[config.mk]
export PLATFORM = sky130hd
export DESIGN_NAME = perf_second_classifier
export DESIGN_NICKNAME = d
export VERILOG_FILES = /design/src/rtl/esc_pkg.sv /design/src/rtl/esc_second_acc.sv /design/src/rtl/esc_sat_counter.sv /design/src/rtl/perf_second_classifier.sv
export SDC_FILE = /design/constraint.sdc
export NUM_CORES = 1
export LEC_CHECK = 0
export CAP_MARGIN = 20
export CORE_MARGIN = 2
export CORE_UTILIZATION = 35
export CTS_BUF_LIST = sky130_fd_sc_hd__clkbuf_8
export CTS_CLUSTER_SIZE = 14
export DETAILED_ROUTE_END_ITERATION = 8
export PLACE_DENSITY = 0.6
export SLEW_MARGIN = 15
export SYNTH_ARGS = -nofsm -noshare
export SYNTH_HDL_FRONTEND = slang
export SYNTH_SLANG_ARGS = --single-unit
export TNS_END_PERCENT = 50
[constraint.sdc]
create_clock -name clk -period 37.1 [get_ports clk]
set_input_delay 7.42 -clock clk [delete_from_list [all_inputs] [get_ports clk]]
set_output_delay 7.42 -clock clk [all_outputs]
set_load 0.01 [all_outputs]
[src/rtl/esc_pkg.sv]
package esc_pkg;
    localparam int NUM_CNT = 6;
    localparam int CNT_AS  = 0;
    localparam int CNT_UAS = 1;
    localparam int CNT_EFS = 2;
    localparam int CNT_ES  = 3;
    localparam int CNT_SES = 4;
    localparam int CNT_DM  = 5;
endpackage

[src/rtl/esc_second_acc.sv]
// Accumulates one second of errors and loss; emits the closed second's result.
module esc_second_acc #(
    parameter int ERR_MAX = 2049,
    parameter int ERR_W   = 12
) (
    input  logic             clk,
    input  logic             rst_n,
    input  logic             clr_i,
    input  logic             tick_i,
    input  logic             bit_err_i,
    input  logic             loss_i,
    output logic             done_o,
    output logic [ERR_W-1:0] errs_o,
    output logic             bad_o
);
    typedef struct packed {
        logic [ERR_W-1:0] cnt;
        logic             loss;
        logic             done;
        logic [ERR_W-1:0] errs;
        logic             bad;
    } acc_t;

    acc_t acc_d, acc_q;
    logic [ERR_W-1:0] cnt_nx;

    always_comb begin
        cnt_nx = (acc_q.cnt == ERR_W'(ERR_MAX) || !bit_err_i) ? acc_q.cnt : acc_q.cnt + 1'b1;
        acc_d      = acc_q;
        acc_d.done = 1'b0;
        if (clr_i) begin
            acc_d = '0;
        end else if (tick_i) begin
            acc_d.done = 1'b1;
            acc_d.errs = cnt_nx;
            acc_d.bad  = acc_q.loss | loss_i | (cnt_nx == ERR_W'(ERR_MAX));
            acc_d.cnt  = '0;
            acc_d.loss = 1'b0;
        end else begin
            acc_d.cnt  = cnt_nx;
            acc_d.loss = acc_q.loss | loss_i;
        end
    end

    always_ff @(posedge clk or negedge rst_n) begin
        if (!rst_n) acc_q <= '0;
        else        acc_q <= acc_d;
    end

    assign done_o = acc_q.done;
    assign errs_o = acc_q.errs;
    assign bad_o  = acc_q.bad;
endmodule

[src/rtl/esc_sat_counter.sv]
// Saturating counter with a multi-unit increment and synchronous clear.
module esc_sat_counter #(
    parameter int W     = 32,
    parameter int INC_W = 4
) (
    input  logic             clk,
    input  logic             rst_n,
    input  logic             clr_i,
    input  logic [INC_W-1:0] inc_i,
    output logic [W-1:0]     q_o
);
    logic [W-1:0] q_d, q_q;
    logic [W:0]   sum;

    always_comb begin
        sum = {1'b0, q_q} + (W+1)'(inc_i);
        if (clr_i)       q_d = '0;
        else if (sum[W]) q_d = '1;
        else             q_d = sum[W-1:0];
    end

    always_ff @(posedge clk or negedge rst_n) begin
        if (!rst_n) q_q <= '0;
        else        q_q <= q_d;
    end

    assign q_o = q_q;
endmodule

[src/rtl/perf_second_classifier.sv]
module perf_second_classifier #(
    parameter int LINE_RATE = 2048000,
    parameter int WIN       = 10,
    parameter int MIN_SECS  = 60,
    parameter int CNT_W     = 32
) (
    input  logic             clk,
    input  logic             rst_n,
    input  logic             start_i,
    input  logic             sec_tick_i,
    input  logic             bit_err_i,
    input  logic             sig_loss_i,
    output logic             avail_o,
    output logic [CNT_W-1:0] as_cnt_o,
    output logic [CNT_W-1:0] uas_cnt_o,
    output logic [CNT_W-1:0] efs_cnt_o,
    output logic [CNT_W-1:0] es_cnt_o,
    output logic [CNT_W-1:0] ses_cnt_o,
    output logic [CNT_W-1:0] dm_cnt_o
);
    import esc_pkg::*;

    localparam int    SES_THR = LINE_RATE / 1000;
    localparam int    ERR_W   = $clog2(SES_THR + 2);
    localparam longint DM_L   = (longint'(MIN_SECS) * longint'(LINE_RATE) + 64'd999999) / 64'd1000000;
    localparam int    DM_THR  = int'(DM_L);
    localparam int    BE_W    = $clog2(DM_THR + 1);
    localparam int    BS_W    = $clog2(MIN_SECS + 1);
    localparam int    PEND_W  = $clog2(WIN);
    localparam int    INC_W   = $clog2(WIN + 1);
    localparam int    SUM_W   = BE_W + ERR_W + 1;

    typedef struct packed {
        logic                       running;
        logic                       avail;
        logic [PEND_W-1:0]          pend;
        logic [WIN-1:0][ERR_W-1:0]  pend_errs;
        logic [BS_W-1:0]            blk_secs;
        logic [BE_W-1:0]            blk_errs;
    } st_t;

    typedef struct packed {
        logic            hit;
        logic [BS_W-1:0] secs;
        logic [BE_W-1:0] errs;
    } blk_t;

    st_t st_d, st_q;
    logic [NUM_CNT-1:0][INC_W-1:0] inc;
    logic [NUM_CNT-1:0][CNT_W-1:0] cnt;
    logic                          sec_done, sec_bad;
    logic [ERR_W-1:0]              sec_errs;

    esc_second_acc #(.ERR_MAX(SES_THR + 1), .ERR_W(ERR_W)) u_acc (
        .clk(clk), .rst_n(rst_n), .clr_i(start_i), .tick_i(sec_tick_i),
        .bit_err_i(bit_err_i), .loss_i(sig_loss_i),
        .done_o(sec_done), .errs_o(sec_errs), .bad_o(sec_bad)
    );

    // One good available second joins the open sixty-second group.
    function automatic blk_t blk_next(blk_t cur, logic [ERR_W-1:0] e);
        blk_t            n;
        logic [SUM_W-1:0] sum;
        sum    = SUM_W'(cur.errs) + SUM_W'(e);
        n.hit  = 1'b0;
        n.errs = (sum >= SUM_W'(DM_THR)) ? BE_W'(DM_THR) : BE_W'(sum);
        n.secs = cur.secs + 1'b1;
        if (n.secs == BS_W'(MIN_SECS)) begin
            n.hit  = (n.errs == BE_W'(DM_THR));
            n.secs = '0;
            n.errs = '0;
        end
        return n;
    endfunction

    always_comb begin
        blk_t             blk;
        logic [INC_W-1:0] pend_x;
        logic [INC_W-1:0] zero_n;
        logic [INC_W-1:0] dm_n;
        logic [ERR_W-1:0] e;
        st_d   = st_q;
        inc    = '0;
        blk    = '{hit: 1'b0, secs: st_q.blk_secs, errs: st_q.blk_errs};
        pend_x = INC_W'(st_q.pend);
        zero_n = '0;
        dm_n   = '0;
        e      = '0;
        if (start_i) begin
            st_d         = '0;
            st_d.running = 1'b1;
            st_d.avail   = 1'b1;
        end else if (st_q.running && sec_done) begin
            if (st_q.avail) begin
                if (sec_bad) begin
                    if (st_q.pend == PEND_W'(WIN - 1)) begin
                        inc[CNT_UAS] = INC_W'(WIN);
                        st_d.avail   = 1'b0;
                        st_d.pend    = '0;
                    end else begin
                        st_d.pend = st_q.pend + 1'b1;
                    end
                end else begin
                    blk          = blk_next(blk, sec_errs);
                    inc[CNT_AS]  = pend_x + 1'b1;
                    inc[CNT_SES] = pend_x;
                    inc[CNT_ES]  = pend_x + INC_W'(sec_errs != '0);
                    inc[CNT_EFS] = INC_W'(sec_errs == '0);
                    inc[CNT_DM]  = INC_W'(blk.hit);
                    st_d.pend    = '0;
                end
            end else begin
                if (sec_bad) begin
                    inc[CNT_UAS] = pend_x + 1'b1;
                    st_d.pend    = '0;
                end else if (st_q.pend == PEND_W'(WIN - 1)) begin
                    for (int i = 0; i < WIN; i++) begin
                        e      = (i == WIN - 1) ? sec_errs : st_q.pend_errs[i];
                        blk    = blk_next(blk, e);
                        zero_n = zero_n + INC_W'(e == '0);
                        dm_n   = dm_n + INC_W'(blk.hit);
                    end
                    inc[CNT_AS]  = INC_W'(WIN);
                    inc[CNT_EFS] = zero_n;
                    inc[CNT_ES]  = INC_W'(WIN) - zero_n;
                    inc[CNT_DM]  = dm_n;
                    st_d.avail   = 1'b1;
                    st_d.pend    = '0;
                end else begin
                    st_d.pend_errs[st_q.pend] = sec_errs;
                    st_d.pend                 = st_q.pend + 1'b1;
                end
            end
            st_d.blk_secs = blk.secs;
            st_d.blk_errs = blk.errs;
        end
    end

    always_ff @(posedge clk or negedge rst_n) begin
        if (!rst_n) st_q <= '0;
        else        st_q <= st_d;
    end

    for (genvar g = 0; g < NUM_CNT; g++) begin : g_cnt
        esc_sat_counter #(.W(CNT_W), .INC_W(INC_W)) u_cnt (
            .clk(clk), .rst_n(rst_n), .clr_i(start_i), .inc_i(inc[g]), .q_o(cnt[g])
        );
    end

    assign avail_o   = st_q.avail | ~st_q.running;
    assign as_cnt_o  = cnt[CNT_AS];
    assign uas_cnt_o = cnt[CNT_UAS];
    assign efs_cnt_o = cnt[CNT_EFS];
    assign es_cnt_o  = cnt[CNT_ES];
    assign ses_cnt_o = cnt[CNT_SES];
    assign dm_cnt_o  = cnt[CNT_DM];
endmodule

# Yosys cells after proc, flatten, opt, wreduce, memory -nomap -nowiden

Index checks and enable logic that the tools add are counted.

Register bits: 358
Bits of input ports: 6
Word-level logic and storage cells: 262

Add/sub/neg operators: 49
Order comparisons: 13
Equal/unequal tests: 27
Multiplexer cells: 123
Bitwise gates (word level): 4
Reductions and logical operators: 20

Operators with widths:

| cell                                                  | count |
|---|---|
| 2-to-1 mux 14 bit                                     | 62 |
| 2-to-1 mux 32 bit                                     | 12 |
| 2-to-1 mux 120 bit                                    | 3 |
| 2-to-1 mux 138 bit                                    | 2 |
| adder 32 x 4 -> 33 bit                                | 6 |
| adder 7 x 12 -> 13 bit                                | 11 |
| >= comparator 13 x 7 -> 1 bit (second input constant) | 11 |
| bitwise mux 120 bit                                   | 1 |
| logical NOT 12 bit                                    | 10 |
| 2-to-1 mux 13 bit                                     | 6 |
| equality test 7 bit (second input constant)           | 11 |
| 2-to-1 mux 7 bit                                      | 11 |
| adder 6 x 1 -> 6 bit (second input constant)          | 10 |
| equality test 6 bit (second input constant)           | 10 |
| adder 4 x 1 -> 4 bit                                  | 13 |
| demux 12 bit (select 4 bit)                           | 1 |
| 2-to-1 mux 24 bit                                     | 2 |
| 2-to-1 mux 4 bit                                      | 12 |
| 2-to-1 mux 27 bit                                     | 1 |
| equality test 12 bit (second input constant)          | 2 |
| 2-to-1 mux 12 bit                                     | 2 |
| 2-to-1 mux 16 bit                                     | 1 |
| 2-to-1 mux 8 bit                                      | 2 |
| adder 12 x 1 -> 12 bit (second input constant)        | 1 |
| other kinds (21)                                      | 33 |

# Logic depth before layout (Yosys ltp)

Word-level depth: 109
Gate-level depth with buffers: 146
Gate-level depth less buffers: 146

# By module

Synthesis repeated with hierarchy kept, for this count alone.

Cell total of the unflattened synthesis: 2891
Area total of the unflattened synthesis: 24915.1 µm²

By module, submodules not included:

| module                 | instances | cells each | area an instance (µm²) |
|---|---|---|---|
| perf_second_classifier | 1         | 1542       | 12331.8 |
| esc_sat_counter        | 6         | 201        | 1864.3 |
| esc_second_acc         | 1         | 143        | 1397.6 |

# Least setup slack after synthesis

OpenSTA, ideal clock, no wires.

Path type: register -> register
Start: reg st_q[0] in the netlist's numbering
End: reg g_cnt[5].u_cnt.q_q[18]
Data arrival time: 26.574 ns
Required time: 37.022 ns
Path slack: 10.448 ns
Stages on the path, launching flop included: 138
Buffers on the path: 1
Period minus slack after synthesis: 26.652 ns
Path through: dfrtp_1 > ha_1 > inv_1 > fa_1 > inv_1 > a21oi_1 > o21ai_0 > xnor2_1 > or4_1 > inv_1 > a21oi_1 > nor2_1 > o21ai_0 > o311a_1 > a21oi_1 > ha_1 > inv_1 > fa_1 > [102 not listed] > fa_1 > inv_1 > fa_1 > fa_1 > inv_1 > ha_1 > inv_1 > fa_1 > nor2_1 > fa_1 > a21o_1 > a21oi_1 > nor4bb_1 > nand2_1 > nor3_1 > nand2_1 > clkbuf_1 > a21oi_1

Longest elaborated chain between the ends: 100

Ends and longest elaborated chain:

| what                          | RTL line                      | source |
|---|---|---|
| start, declared               | perf_second_classifier.sv:48  | `st_t st_d, st_q;` |
| start signal, assigned        | perf_second_classifier.sv:141 | `else st_q <= st_d;` |
| adder 7 x 12 -> 13 bit        | perf_second_classifier.sv:64  | `sum = SUM_W'(cur.errs) + SUM_W'(e);` |
| >= comparator 13 x 7 -> 1 bit | perf_second_classifier.sv:66  | `n.errs = (sum >= SUM_W'(DM_THR)) ? BE_W'(DM_THR) : BE_W'(sum);` |
| 2-to-1 mux 7 bit              | perf_second_classifier.sv:66  |  |
| 2-to-1 mux 14 bit             | perf_second_classifier.sv:68  | `if (n.secs == BS_W'(MIN_SECS)) begin` |
| 2-to-1 mux 14 bit             | perf_second_classifier.sv:116 | `end else if (st_q.pend == PEND_W'(WIN - 1)) begin` |
| 2-to-1 mux 14 bit             | perf_second_classifier.sv:113 | `if (sec_bad) begin` |
| 2-to-1 mux 14 bit             | perf_second_classifier.sv:94  | `if (st_q.avail) begin` |
| 2-to-1 mux 14 bit             | perf_second_classifier.sv:93  | `end else if (st_q.running && sec_done) begin` |
| [85 not listed]               | --                            |  |
| 2-to-1 mux 4 bit              | perf_second_classifier.sv:113 |  |
| 2-to-1 mux 4 bit (*)          | perf_second_classifier.sv:94  |  |
| 2-to-1 mux 24 bit (*)         | perf_second_classifier.sv:93  |  |
| 2-to-1 mux 24 bit (*)         | perf_second_classifier.sv:89  | `if (start_i) begin` |
| adder 32 x 4 -> 33 bit (*)    | esc_sat_counter.sv:16         | `sum = {1'b0, q_q} + (W+1)'(inc_i);` |
| 2-to-1 mux 32 bit (*)         | esc_sat_counter.sv:18         | `else if (sum[W]) q_d = '1;` |
| 2-to-1 mux 32 bit (*)         | esc_sat_counter.sv:17         | `if (clr_i) q_d = '0;` |
| net g_cnt[5].u_cnt.q_d[18]    | esc_sat_counter.sv:12         | `logic [W-1:0] q_d, q_q;` |
| end signal, assigned          | esc_sat_counter.sv:24         | `else q_q <= q_d;` |
| end, declared                 | esc_sat_counter.sv:12         |  |

The timed path passes the listed nets; every way through them passes the cells marked *. The select of a mux whose other input is x is not followed.
A chain may end at the register's enable or synchronous reset.

# Final worst setup path

Start: reg st_q[0] in the netlist's numbering
End: reg g_cnt[5].u_cnt.q_q[1]

The elaborated chain is that of the path after synthesis.

==> flow_summary.ini <==
[critical_path]
crit_family = compound AO/OA/AOI/OAI gates
worstPathMaxFanout = 28
path_class = reg2reg
critPathRequiredTime_ns = 37.62
crit_buf_inv = 10
end_kind = flop
max_stage_delay_ns = 0.79
critPathLaunchType = flop
critPathArrivalTime_ns = 30.41
cp_common_cell = a21oi_1
crit_slowest_cell = nand2_1

[pwr]
pwr_density_cell_nw_per_um2 = 32.8
p_int_w = 0.000616
p_leak_nw = 11.6
comb_power_share = 0.156
p_sw_frac = 0.289
p_switching_w = 0.000251
seq_power_share = 0.441
peakVddDrop_v = 0.0000281
clock_power_share = 0.403

[synth]
synth_area_um2 = 22500
synth_edf_count = 0
synth.distinct_cells = 94
yosysTopAreaCell = dfrtp_1
synth.avg_cell_area_um2 = 8.76
ys.flop_type = dfrtp_1
syn-instance-count = 2565
ys_warn_count = 0
syn_nets = 2724
ys_seq_area_frac = 0.385
synth_area_leaders = dfrtp_1 (39%), ha_1 (6.9%), a21oi_1 (6.5%)
ys_seq_elements = 346
synth_top_cell_area_share = 0.385
synthArstFlopShare = 1.00

[cts]
cts_max_level = 2
cts_setup_buffers = 0
clock_latency_ns = 0.64
cts_resized = 0
clk_pin_slew_ns = 0.07
cts_tree = yes
numClockSinks = 346
cts-root-buf = clkbuf_8
cts_buffers = 58
ctsHoldBuffers = 0
clockBufferDepth = 3

[grt]
grt_pass1_wl_um = 104000
grt_max_degree = 148
grt_pass1_vias = 19300
gr-total-overflow = 0
antenna_found_initial = 0
grt_util_all_layers = 0.190

[sta]
finalSetupTns_ns = 0
timing.final.crit_share = 0.806
maxSlewViolCount = 0
worst_slew_pin_slew_ns = 1.03
period_minus_slack_ns = 29.89
clock-skew-final_ns = 0.0374
hold_viol = 0
setup_slack_ns = 7.21
rsz0062_at_grt = no
max_freq_ghz = 0.0335
slew_headroom = 0.316
setup_viol = 0

[outcome]
status = finished clean

[finish]
drive_gt1_frac = 0.0524
n_antenna_cell = 0
utilization = 0.418
syn_to_final_growth_pct = 17.7
layout_common_cells = dfrtp_1 (346), nand2_1 (311), a21oi_1 (291)
fin_nets = 2912
final_common_cell = dfrtp_1

[routing]
drt-pass1-iter-count = 5
ant_nets = 0
drt_iter0_drc = 1197
drc = 0
vias_per_cell = 5.37
drt_wl_total_um = 64400
via_count = 19500
routedWlPerCell_um = 17.7

[place]
place_congestion = 0.888
post-dp-hpwl_um = 46800
port_buffers = 198
dp_slack_ns = 7.50

[worst_hold_path]
hold_path.class = reg2reg

[die]
die_w_um = 257
initial_core_util = 0.355
num_rows = 92
die_area_um2 = 66300
ios = 199
die_h_um = 257
coreArea_um2 = 63300

[flow_run]
maxCapViolCount = 0
-- flip-flops by register name (all words and copies together), names as in the netlist --
name / cells
u_acc.bad_o: 1
st_q: 127
g_cnt.u_cnt.q_o: 192
u_acc.errs_o: 12
u_acc.acc_q: 13
u_acc.done_o: 1
-- power by group through the flow --
| stage | Combinational (W) | Clock (W) | Sequential [W] |
|---|---|---|---|
| 2_1_floorplan | 0.0000977 | 0 | 0.000388 |
| 3_5_place_dp | 0.000134 | 0 | 0.000389 |
| 4_1_cts | 0.000135 | 0.000359 | 0.000382 |
| 6_report | 0.000135 | 0.000349 | 0.000382 |
| 5_1_grt | 0.000150 | 0.000374 | 0.000382 |
| 3_3_place_gp | 0.000132 | 0 | 0.000389 |
-- stage by stage --
stage          total power, W  instance area, um2  hold WS (ns)  instances
3_5_place_dp         0.000523               25300         0.462       3539
5_1_grt              0.000906               26500         0.507       3634
2_1_floorplan        0.000485               22500         0.441       2565
6_report             0.000867               26500         0.473       3634
4_1_cts              0.000876               26500         0.475       3634
3_3_place_gp         0.000521               25300         0.456       3537
-- synth_stat cells (all sizes together) (12+ instances only) --
library cell and instances:
a31oi 15, nor3b 14, nor2 193, nand2 312, nand3 103, o21a 19
o21ai 199, a21o 38, xnor2 93, fa 29, clkbuf 75, nor3 42
ha 124, nor4 29, and2 22, a211oi 16, buf 12, or2 12
or4 12, a21oi 292, nand4 42, inv 105, dfrtp 346, nand2b 29
nor2b 44, xor2 141, o21bai 15, and3 50
-- path summary, 6_finish.rpt --
check,start,end,slack (ns),depth (start not counted)
worst max-delay path,st_q[0],g_cnt[5].u_cnt.q_o[1],7.21,135
worst min-delay path,st_q[106],st_q[106],0.47,2
worst max register to register,st_q[0],g_cnt[5].u_cnt.q_o[1],7.21,135
worst min register to register,st_q[106],st_q[106],0.47,2
max in group asynchronous,rst_n,st_q[78],28.63,2
min in group asynchronous,rst_n,g_cnt[3].u_cnt.q_o[17],6.90,1
-- cell type report --
cell class / count / area (um2)
flip-flops and latches: 346 / 8660
clock inverters: 25 / 200
repair buffers: 215 / 2120
inverters: 105 / 394
fillers: 6358 / 36900
well taps: 846 / 1060
multi-input cells: 2027 / 13100
clock buffers: 70 / 963
-- routing by layer --
layer / track usage / routed length [um]
met2: 0.322 / 31000
met1: 0.239 / 27400
met5: 0 / 0
met4: 0.0549 / 1640
met3: 0.0463 / 4340
-- kinds of logic (layout without fill, tap and decap cells) --
group | after synthesis | in the layout | share of synthesized area
and+or+nand+nor | 945 | 945 | 0.208
AOI/OAI and AO/OA | 682 | 682 | 0.181
DFF | 346 | 346 | 0.385
xor gates and xnor gates | 234 | 234 | 0.0915
buffers and inverters | 192 | 415 | 0.0340
adders and majority gates | 154 | 154 | 0.0953
muxes | 12 | 12 | 0.00546
-- worst reg2reg max path: cells and delay by family (launching register included) --
kind,cells,cell delay [ns]
compound gates,61,12.83
xor+xnor,4,0.67
flops,1,0.39
fa+ha+maj,26,8.62
simple gates,34,6.32
buf+inv,10,0.97
Note: power is estimated with default switching activity, not from simulation.
